**src/rtl/spi_suspend_pkg.sv**
```systemverilog
package spi_suspend_pkg;
  typedef enum logic [1:0] {
    SLP_IDLE   = 2'd0,
    SLP_ARMED  = 2'd1,
    SLP_ASLEEP = 2'd2,
    SLP_WAKE   = 2'd3
  } slp_state_e;

  localparam int unsigned PIN_CS   = 0;
  localparam int unsigned PIN_SCK  = 1;
  localparam int unsigned PIN_HOLD = 2;
  localparam int unsigned NUM_PINS = 3;
endpackage

```
**src/rtl/spi_suspend_sync.sv**
```systemverilog
module spi_suspend_sync #(
  parameter int unsigned WIDTH  = 3,
  parameter int unsigned STAGES = 2,
  parameter logic [WIDTH-1:0] RESET_VAL = '0
) (
  input  logic             clk_i,
  input  logic             rst_ni,
  input  logic [WIDTH-1:0] async_i,
  output logic [WIDTH-1:0] sync_o
);
  logic [WIDTH-1:0] stage_q [STAGES];

  for (genvar g = 0; g < STAGES; g++) begin : g_stage
    logic [WIDTH-1:0] d;
    if (g == 0) begin : g_first
      assign d = async_i;
    end else begin : g_rest
      assign d = stage_q[g-1];
    end
    always_ff @(posedge clk_i or negedge rst_ni) begin
      if (!rst_ni) stage_q[g] <= RESET_VAL;
      else         stage_q[g] <= d;
    end
  end

  assign sync_o = stage_q[STAGES-1];
endmodule

```
**src/rtl/spi_suspend_hold.sv**
```systemverilog
module spi_suspend_hold (
  input  logic clk_i,
  input  logic rst_ni,
  input  logic cs_s_i,
  input  logic sck_s_i,
  input  logic hold_s_i,
  input  logic block_i,
  output logic held_o,
  output logic abort_o
);
  logic hold_d_q, held_q, ref_q, abort_q;
  logic hold_fall;

  assign hold_fall = hold_d_q & ~hold_s_i;

  always_ff @(posedge clk_i or negedge rst_ni) begin
    if (!rst_ni) begin
      hold_d_q <= 1'b1;
      held_q   <= 1'b0;
      ref_q    <= 1'b0;
      abort_q  <= 1'b0;
    end else begin
      hold_d_q <= hold_s_i;
      abort_q  <= 1'b0;
      if (!held_q) begin
        if (hold_fall && !cs_s_i && !block_i) begin
          held_q <= 1'b1;
          ref_q  <= sck_s_i;   // release must match this level
        end
      end else if (cs_s_i) begin
        held_q  <= 1'b0;
        abort_q <= 1'b1;
      end else if (hold_s_i && (sck_s_i == ref_q)) begin
        held_q <= 1'b0;
      end
    end
  end

  assign held_o  = held_q;
  assign abort_o = abort_q;

  a_r6_deselect_aborts: assert property (@(posedge clk_i) disable iff (!rst_ni)
    held_q && cs_s_i |=> !held_q && abort_q);

  a_r6_abort_single: assert property (@(posedge clk_i) disable iff (!rst_ni)
    abort_q |=> !abort_q);

  a_r2_entry_needs_low_hold: assert property (@(posedge clk_i) disable iff (!rst_ni)
    $rose(held_q) |-> !$past(hold_s_i) && !$past(cs_s_i));

  a_r4_ref_stable: assert property (@(posedge clk_i) disable iff (!rst_ni)
    held_q && $past(held_q) |-> $stable(ref_q));

  a_r5_release_level: assert property (@(posedge clk_i) disable iff (!rst_ni)
    $fell(held_q) |-> $past(cs_s_i) || ($past(hold_s_i) && ($past(sck_s_i) == $past(ref_q))));
endmodule

```
**src/rtl/spi_suspend_sleep.sv**
```systemverilog
module spi_suspend_sleep
  import spi_suspend_pkg::*;
#(
  parameter int unsigned REC_CYC = 50000
) (
  input  logic clk_i,
  input  logic rst_ni,
  input  logic cs_s_i,
  input  logic sck_s_i,
  input  logic sleep_op_i,
  output logic asleep_o,
  output logic waking_o,
  output logic proto_err_o
);
  localparam int unsigned CNT_W = $clog2(REC_CYC + 1);
  localparam logic [CNT_W-1:0] CNT_LAST = CNT_W'(REC_CYC - 1);

  slp_state_e  state_q, state_d;
  logic [CNT_W-1:0] cnt_q, cnt_d;
  logic cs_d_q, sck_d_q, err_q, err_d;
  logic cs_rise, cs_fall, sck_rise;

  assign cs_rise  =  cs_s_i & ~cs_d_q;
  assign cs_fall  = ~cs_s_i &  cs_d_q;
  assign sck_rise =  sck_s_i & ~sck_d_q;

  always_comb begin
    state_d = state_q;
    cnt_d   = cnt_q;
    err_d   = err_q;
    unique case (state_q)
      SLP_IDLE:   if (sleep_op_i && !cs_s_i) state_d = SLP_ARMED;
      SLP_ARMED: begin
        if (sck_rise)     state_d = SLP_IDLE;   // stray clock cancels
        else if (cs_rise) state_d = SLP_ASLEEP;
      end
      SLP_ASLEEP: begin
        if (cs_fall) begin
          state_d = SLP_WAKE;
          cnt_d   = '0;
        end
      end
      SLP_WAKE: begin
        if (cs_fall) err_d = 1'b1;
        if (cnt_q == CNT_LAST) state_d = SLP_IDLE;
        else                   cnt_d   = cnt_q + 1'b1;
      end
      default: state_d = SLP_IDLE;
    endcase
  end

  always_ff @(posedge clk_i or negedge rst_ni) begin
    if (!rst_ni) begin
      state_q <= SLP_IDLE;
      cnt_q   <= '0;
      err_q   <= 1'b0;
      cs_d_q  <= 1'b1;
      sck_d_q <= 1'b0;
    end else begin
      state_q <= state_d;
      cnt_q   <= cnt_d;
      err_q   <= err_d;
      cs_d_q  <= cs_s_i;
      sck_d_q <= sck_s_i;
    end
  end

  assign asleep_o    = (state_q == SLP_ASLEEP);
  assign waking_o    = (state_q == SLP_WAKE);
  assign proto_err_o = err_q;

  a_r10_cnt_bound: assert property (@(posedge clk_i) disable iff (!rst_ni)
    state_q == SLP_WAKE |-> cnt_q < CNT_W'(REC_CYC));

  a_r7_entry_from_armed: assert property (@(posedge clk_i) disable iff (!rst_ni)
    state_q == SLP_ASLEEP && $past(state_q) != SLP_ASLEEP |-> $past(state_q) == SLP_ARMED);

  a_r8_stray_clock_cancels: assert property (@(posedge clk_i) disable iff (!rst_ni)
    state_q == SLP_ARMED && sck_rise |=> state_q == SLP_IDLE);

  a_r11_err_sticky: assert property (@(posedge clk_i) disable iff (!rst_ni)
    err_q |=> err_q);

  a_r10_wake_from_sleep: assert property (@(posedge clk_i) disable iff (!rst_ni)
    $rose(waking_o) |-> $past(state_q) == SLP_ASLEEP);
endmodule

```
**src/rtl/spi_suspend_ctrl.sv**
```systemverilog
module spi_suspend_ctrl
  import spi_suspend_pkg::*;
#(
  parameter int unsigned REC_CYC     = 50000,
  parameter int unsigned SYNC_STAGES = 2
) (
  input  logic clk_i,
  input  logic rst_ni,
  input  logic cs_ni,
  input  logic sck_i,
  input  logic hold_ni,
  input  logic sleep_op_i,
  output logic freeze_o,
  output logic so_hiz_o,
  output logic sleep_o,
  output logic wake_o,
  output logic abort_o,
  output logic proto_err_o
);
  localparam logic [NUM_PINS-1:0] PIN_RST = NUM_PINS'((1 << PIN_CS) | (1 << PIN_HOLD));

  logic [NUM_PINS-1:0] pins_a, pins_s;
  logic held, asleep, waking, hold_abort, err;

  assign pins_a[PIN_CS]   = cs_ni;
  assign pins_a[PIN_SCK]  = sck_i;
  assign pins_a[PIN_HOLD] = hold_ni;

  spi_suspend_sync #(
    .WIDTH     (NUM_PINS),
    .STAGES    (SYNC_STAGES),
    .RESET_VAL (PIN_RST)
  ) u_sync (
    .clk_i   (clk_i),
    .rst_ni  (rst_ni),
    .async_i (pins_a),
    .sync_o  (pins_s)
  );

  spi_suspend_hold u_hold (
    .clk_i    (clk_i),
    .rst_ni   (rst_ni),
    .cs_s_i   (pins_s[PIN_CS]),
    .sck_s_i  (pins_s[PIN_SCK]),
    .hold_s_i (pins_s[PIN_HOLD]),
    .block_i  (asleep | waking),
    .held_o   (held),
    .abort_o  (hold_abort)
  );

  spi_suspend_sleep #(
    .REC_CYC (REC_CYC)
  ) u_sleep (
    .clk_i       (clk_i),
    .rst_ni      (rst_ni),
    .cs_s_i      (pins_s[PIN_CS]),
    .sck_s_i     (pins_s[PIN_SCK]),
    .sleep_op_i  (sleep_op_i),
    .asleep_o    (asleep),
    .waking_o    (waking),
    .proto_err_o (err)
  );

  assign freeze_o    = held | asleep | waking;
  assign so_hiz_o    = pins_s[PIN_CS] | freeze_o;
  assign sleep_o     = asleep;
  assign wake_o      = waking;
  assign abort_o     = hold_abort;
  assign proto_err_o = err;

  a_r9_no_hold_in_sleep: assert property (@(posedge clk_i) disable iff (!rst_ni)
    asleep |-> !held && !hold_abort);
endmodule

```
**config.mk**
```make
export PLATFORM = sky130hd
export DESIGN_NAME = spi_suspend_ctrl
export DESIGN_NICKNAME = d
export VERILOG_FILES = /design/src/rtl/spi_suspend_pkg.sv /design/src/rtl/spi_suspend_sync.sv /design/src/rtl/spi_suspend_hold.sv /design/src/rtl/spi_suspend_sleep.sv /design/src/rtl/spi_suspend_ctrl.sv
export SDC_FILE = /design/constraint.sdc
export NUM_CORES = 1
export LEC_CHECK = 0
export ABC_AREA = 0
export BUFFER_PORTS_ARGS = -buffer_cell sky130_fd_sc_hd__buf_4
export CAP_MARGIN = 20
export CORE_UTILIZATION = 55
export DETAILED_ROUTE_END_ITERATION = 12
export PLACE_DENSITY = 0.77
export SYNTH_ARGS = -nofsm -noshare
export SYNTH_HDL_FRONTEND = slang
export SYNTH_HIERARCHICAL = 1
export SYNTH_SLANG_ARGS = --single-unit
export TNS_END_PERCENT = 30
```
**constraint.sdc**
```tcl
create_clock -name clk_i -period 4.1 [get_ports clk_i]
set_input_delay 1.025 -clock clk_i [delete_from_list [all_inputs] [get_ports clk_i]]
set_output_delay 1.025 -clock clk_i [all_outputs]
set_load 0.02 [all_outputs]
```
==> results.py, run 1 <==
metrics = {
    "timing": {
        "fin_crit_sh": 0.7304,
        "setup_viol": 0,
        "max_freq_ghz": 0.3339,
        "hold_ws_ns": 0.3475,
        "tns_ns": 0,
        "min_period_ns": 2.995,
        "drv_slew": 0,
        "tightest_slew_ns": 0.4117,
        "slew-limit-headroom": 0.7240,
        "final_hold_viol_count": 0,
        "rsz0062_at_grt": "no",
        "clock_skew_ns": 0.01316,
    },
    "worst_setup_path": {
        "path_class": "reg2out",
        "path_max_fanout": 8,
        "start_kind": "register",
        "cp.required_ns": 3.07,
        "cp-end-kind": "primary output",
        "cp_data_arrival_time_ns": 1.97,
    },
    "detailed_routing": {
        "postRouteAntennaNets": 0,
        "firstDrtPassIters": 4,
        "drt-initial-drc-count": 18,
        "routedWlPerCell_um": 14.70,
        "drcViolationCount": 0,
        "postRouteWirelength_um": 2573,
        "viasPerCell": 5.851,
        "vias": 1024,
    },
    "cells_and_area": {
        "nets": 151,
        "stdcell_count": 175,
        "final_area_mm2": 0.001664,
        "diodes": 0,
        "fill_cells": 177,
        "syn_to_final_growth_pct": 12.71,
        "layout_common_cells": "25 x dfrtp_1, 18 x nand2_1, 13 x nor2_1, 11 x buf_4, 8 x xnor2_1",
        "final_util": 0.6657,
        "layout_commonest_cell": "dfrtp_1",
        "drive_gt1_frac": 0.2621,
    },
    "clock_network": {
        "holdBufCountCts": 0,
        "clkLatencyLatePin_ns": 0.33,
        "cts_tree": "built",
        "cts_sinks": 31,
        "clockRootBuffer": "clkbuf_4",
        "post_cts_buffers": 0,
        "cts_max_path_buffers": 2,
        "cts-buffers-inserted": 5,
        "cts-htree-levels": 2,
        "cts.clk_slew.worst_paths_ns": 0.10,
        "cts_resized": 0,
    },
    "yosys": {
        "synth_flop_cell": "dfrtp_1",
        "yosys_warnings": 6,
        "synth_largest_area_cell": "dfrtp_1",
        "postSynthAreaPerCell_um2": 11.36,
        "ys_ff_latch": 31,
        "ys_types": 43,
        "yosys-top-cells-area": "dfrtp_1 42%, dfstp_2 11%, mux2i_1 4.7%",
        "syn_nets": 137,
        "async_flop_share": 1.000,
        "syn-cell-area_mm2": 0.001476,
        "yosysSeqAreaShare": 0.5305,
        "synth_cells": 130,
        "yosys.area.top_type_share": 0.4237,
        "synth-edff-count": 0,
    },
    "power": {
        "powerDensity_mw_per_mm2": 529.1,
        "vdd_ir_drop_max_v": 0.0004855,
        "p_leak_nw": 0.7770,
        "swShare": 0.3225,
        "pwr-share-seq": 0.451,
        "p_int_w": 0.0005965,
        "comb_power_share": 0.270,
        "clock_power_share": 0.278,
        "p_sw_w": 0.0002840,
    },
    "floorplanning": {
        "die_area_mm2": 0.002896,
        "rows": 18,
        "initial_core_util": 0.5906,
        "die_h_um": 53.81,
        "dieWidth_um": 53.81,
        "coreArea_mm2": 0.002500,
        "io_pins": 12,
    },
    "placed_design": {
        "port-buffer-count": 11,
        "dp_cells": 167,
        "placed_cell_area_mm2": 0.001578,
        "post-dp-hpwl_um": 1842,
        "gp_congestion": 0.8414,
    },
    "global_route": {
        "track_usage": 0.2171,
        "grt_pass1_vias": 947,
        "antenna_found_initial": 0,
        "grt_pass1_wl_um": 4257,
        "grt-ovfl-total": 0,
        "grt_max_degree": 32,
    },
    "worst_hold_path": {
        "hold_class": "reg2reg",
    },
    "run_status": {
        "status": "complete, no violations",
    },
    "job": {
        "max_cap_violations": 0,
    },
}
## worst paths after layout
kind | from | cells past startpoint | slack, ns | endpoint
max | register | 4 | 1.11 | so_hiz_o
min | u_sync/g_stage[1].d[0]$_DFF_PN1_ | 0 | 0.35 | u_sync/sync_o[0]$_DFF_PN1_
max reg2reg | register | 6 | 2.12 | u_hold/ref_q$_DFFE_PN0P_
min reg2reg | u_sync/g_stage[1].d[0]$_DFF_PN1_ | 0 | 0.35 | u_sync/sync_o[0]$_DFF_PN1_
max in group asynchronous | rst_ni | 1 | 3.18 | u_sync/g_stage[1].d[2]$_DFF_PN1_
min in group asynchronous | rst_ni | 1 | 0.59 | u_hold/abort_o$_DFF_PN0_
## cell usage after synthesis, types with 2 or more instances
cell type  instances
dfrtp_1           25
nor4bb_2           2
nor4_1             3
xnor2_1            8
nand3_1            4
buf_2              3
nor3_1             3
mux2i_1            7
dfstp_2            6
inv_1              4
nor2_1            13
nand2_1           18
and3_1             2
nand4_1            3
## layout make-up
class / count / area [um2] / share of cell area
timing repair buffer: 11 / 82.58 / 0.04962
clock inverter: 2 / 35.03 / 0.02105
multi-input combinational: 91 / 659.4 / 0.3962
tap: 30 / 37.54 / 0.02256
sequential: 31 / 783.3 / 0.4707
clock buffer: 6 / 51.30 / 0.03083
inverter: 4 / 15.01 / 0.009023
## power by group through the flow
stage          Combinational (W)  Sequential (W)  Clock [W]
6_report                0.000238        0.000397   0.000245
5_1_grt                 0.000265        0.000405   0.000269
4_1_cts                 0.000240        0.000396   0.000252
3_5_place_dp            0.000238        0.000402          0
3_3_place_gp            0.000229        0.000396          0
2_1_floorplan           0.000179        0.000383          0
## metal layers
metal / track usage / share of wire / vias to the layer above
met5: 0 / 0 / -
met4: 0.09211 / 0.021 / 0
met3: 0.07627 / 0.068 / 8
met2: 0.3457 / 0.46 / 34
met1: 0.2644 / 0.45 / 493
li1: - / - / 489
## critical path, stage by stage (launching register included)
cell and delay [ns]:
dfrtp_1 0.48, nand2_1 0.28, inv_1 0.17, or4_1 0.53, buf_4 0.17
## sequential cells by signal, indices dropped and copies added (netlist names), named ones only
register and cells:
u_sleep/cnt_q 16, u_sync/g_stage.d 3, u_sync/sync_o 3, u_hold/abort_o 1, u_hold/held_o 1, u_hold/hold_d_q 1
u_hold/ref_q 1, u_sleep/cs_d_q 1, u_sleep/proto_err_o 1, u_sleep/sck_d_q 1, u_sleep/state_q 1
## kinds of logic (layout without fill, tap and decap cells)
logic type,Yosys count,after routing,synth area share
muxes,8,8,0.05763
AOI/OAI and AO/OA,10,10,0.05763
adders and majority gates,1,1,0.008473
buffers and inverters,8,23,0.02287
xor gates and xnor gates,9,9,0.05339
and+or+nand+nor,63,63,0.2695
DFF,31,31,0.5305
## stage by stage
stage	setup slack, ns	total power (W)
2_1_floorplan	1.553	0.0005629
3_3_place_gp	1.581	0.0006249
3_5_place_dp	1.499	0.0006397
4_1_cts	1.119	0.0008877
5_1_grt	0.9922	0.0009388
6_report	1.105	0.0008805
No activity file was read; power rests on OpenSTA's default activity.
==> inputs of run 2 (changes only) <==
==> constraint.sdc (replaced) <==
create_clock -name clk_i -period 3 [get_ports clk_i]
set_input_delay 0.75 -clock clk_i [delete_from_list [all_inputs] [get_ports clk_i]]
set_output_delay 0.75 -clock clk_i [all_outputs]
set_load 0.02 [all_outputs]
==> results.py, run 2 (synthesized netlist as in run 1, its figures left out) <==
metrics = {
    "run_status": {
        "status": "complete, no violations",
    },
    "clock_network": {
        "cts_resized": 0,
        "cts_sinks": 31,
        "clkLatencyLatePin_ns": 0.33,
        "cts_max_path_buffers": 2,
        "cts.clk_slew.worst_paths_ns": 0.10,
        "cts_tree": "built",
        "holdBufCountCts": 0,
        "clockRootBuffer": "clkbuf_4",
        "post_cts_buffers": 0,
        "cts-htree-levels": 2,
        "cts-buffers-inserted": 5,
    },
    "worst_hold_path": {
        "hold_class": "in2async",
    },
    "global_route": {
        "track_usage": 0.2148,
        "grt_max_degree": 32,
        "grt_pass1_wl_um": 4278,
        "antenna_found_initial": 0,
        "grt-ovfl-total": 0,
        "grt_pass1_vias": 992,
    },
    "cells_and_area": {
        "final_util": 0.6542,
        "syn_to_final_growth_pct": 10.76,
        "drive_gt1_frac": 0.2621,
        "final_area_mm2": 0.001635,
        "largest_register_ffs": 16,
        "fill_cells": 195,
        "regMostFlops": "u_sleep/cnt_q",
        "nets": 151,
        "layout_commonest_cell": "dfrtp_1",
        "layout_common_cells": "25 x dfrtp_1, 18 x nand2_1, 13 x nor2_1, 11 x buf_4, 8 x xnor2_1",
        "diodes": 0,
    },
    "timing": {
        "final_hold_viol_count": 0,
        "setup_viol": 0,
        "tightest_slew_ns": 0.4166,
        "rsz0062_at_grt": "no",
        "clock_skew_ns": 0.006137,
        "min_period_ns": 2.677,
        "hold_ws_ns": 0.3262,
        "fin_crit_sh": 0.8923,
        "tns_ns": 0,
        "slew-limit-headroom": 0.7222,
        "max_freq_ghz": 0.3736,
        "drv_slew": 0,
    },
    "detailed_routing": {
        "drt-initial-drc-count": 24,
        "drcViolationCount": 0,
        "postRouteWirelength_um": 2501,
        "firstDrtPassIters": 4,
        "routedWlPerCell_um": 14.29,
        "postRouteAntennaNets": 0,
        "viasPerCell": 5.663,
        "vias": 991,
    },
    "power": {
        "p_int_w": 0.0007095,
        "vdd_ir_drop_max_v": 0.0005142,
        "p_sw_w": 0.0003936,
        "clock_power_share": 0.215,
        "powerDensity_mw_per_mm2": 674.6,
        "pwr-share-seq": 0.490,
        "swShare": 0.3568,
        "total_power_w": 0.001103,
        "p_leak_nw": 0.7560,
        "comb_power_share": 0.295,
    },
    "worst_setup_path": {
        "path_max_fanout": 8,
        "path_delay_family": "simple AND/OR/NAND/NOR gates",
        "rr_endpoint": "u_hold/ref_q$_DFFE_PN0P_",
        "path_depth": 4,
        "crit_slowest_cell": "or4_1",
        "start_kind": "register",
        "cp-end-kind": "primary output",
        "crit_path_end": "so_hiz_o",
        "cp_num_buf_inv": 2,
        "regToRegSetupSlack_ns": 1.07,
        "worstPathCellList": "nand2_1 -> inv_1 -> or4_1 -> buf_4",
        "reg2reg_depth": 6,
        "cp.required_ns": 2.25,
        "path_class": "reg2out",
        "slowest_delay_ns": 0.53,
        "cp_data_arrival_time_ns": 1.93,
    },
    "placed_design": {
        "gp_congestion": 0.8410,
        "placed_cell_area_mm2": 0.001578,
        "port-buffer-count": 11,
        "post-dp-hpwl_um": 1842,
    },
    "job": {
        "max_cap_violations": 0,
    },
    "floorplanning": {
        "io_pins": 12,
        "initial_core_util": 0.5906,
        "die_area_mm2": 0.002896,
        "rows": 18,
        "dieWidth_um": 53.81,
        "coreArea_mm2": 0.002500,
        "die_h_um": 53.81,
    },
}
## run 2: power groups by stage
stage / clock (W) / combinational (W) / sequential [W]
CTS: 0.000248 / 0.000329 / 0.000541
detailed placement: 0 / 0.000328 / 0.000550
global placement: 0 / 0.000312 / 0.000542
finish: 0.000237 / 0.000325 / 0.000541
floorplan: 0 / 0.000245 / 0.000524
global route: 0.000266 / 0.000360 / 0.000549
## run 2: through the flow
stage / std cells / setup slack (ns)
finish: 175 / 0.3232
global route: 175 / 0.1998
CTS: 175 / 0.3170
detailed placement: 167 / 0.6963
global placement: 167 / 0.7538
floorplan: 130 / 0.7285
## run 2: how the worst min path moves through the flow
stage                                      end                        startpoint  depth (start not counted)  slack (ns)
6_report       u_sleep/proto_err_o$_DFFE_PN0P_                            rst_ni                          1        0.33
5_1_grt               u_hold/abort_o$_DFF_PN0_                            rst_ni                          1        0.34
4_1_cts                u_hold/held_o$_DFF_PN0_                            rst_ni                          1        0.33
3_5_place_dp        u_sync/sync_o[1]$_DFF_PN0_  u_sync/g_stage[1].d[1]$_DFF_PN0_                          0        0.34
3_3_place_gp        u_sync/sync_o[1]$_DFF_PN0_  u_sync/g_stage[1].d[1]$_DFF_PN0_                          0        0.33
2_1_floorplan       u_sync/sync_o[1]$_DFF_PN0_  u_sync/g_stage[1].d[1]$_DFF_PN0_                          0        0.33
## run 2: cell type report
cell class / instances / area [um2] / area share
repair buffers: 11 / 82.58 / 0.05050
multi-input cells: 91 / 659.4 / 0.4032
clock inverters: 3 / 20.02 / 0.01224
inverters: 4 / 15.01 / 0.009181
clock buffers: 5 / 37.54 / 0.02295
flip-flops and latches: 31 / 783.3 / 0.4790
well taps: 30 / 37.54 / 0.02295
## run 2: worst register-to-register path: stages, from the launching register on
cell and delay (ns):
dfrtp_1 0.47, nand2_1 0.26, inv_1 0.16, or2_1 0.27
nor3_2 0.17, and3_4 0.20, mux2_4 0.29
## run 2: routing by layer
metal  wire [um]  vias up  share of wire  GRT usage
met3          98        3          0.039    0.06780
met2        1165       18           0.47     0.3354
met5           0        -              0          0
met4          34        0          0.014    0.08772
met1        1203      484           0.48     0.2740
li1            -      486              -          -
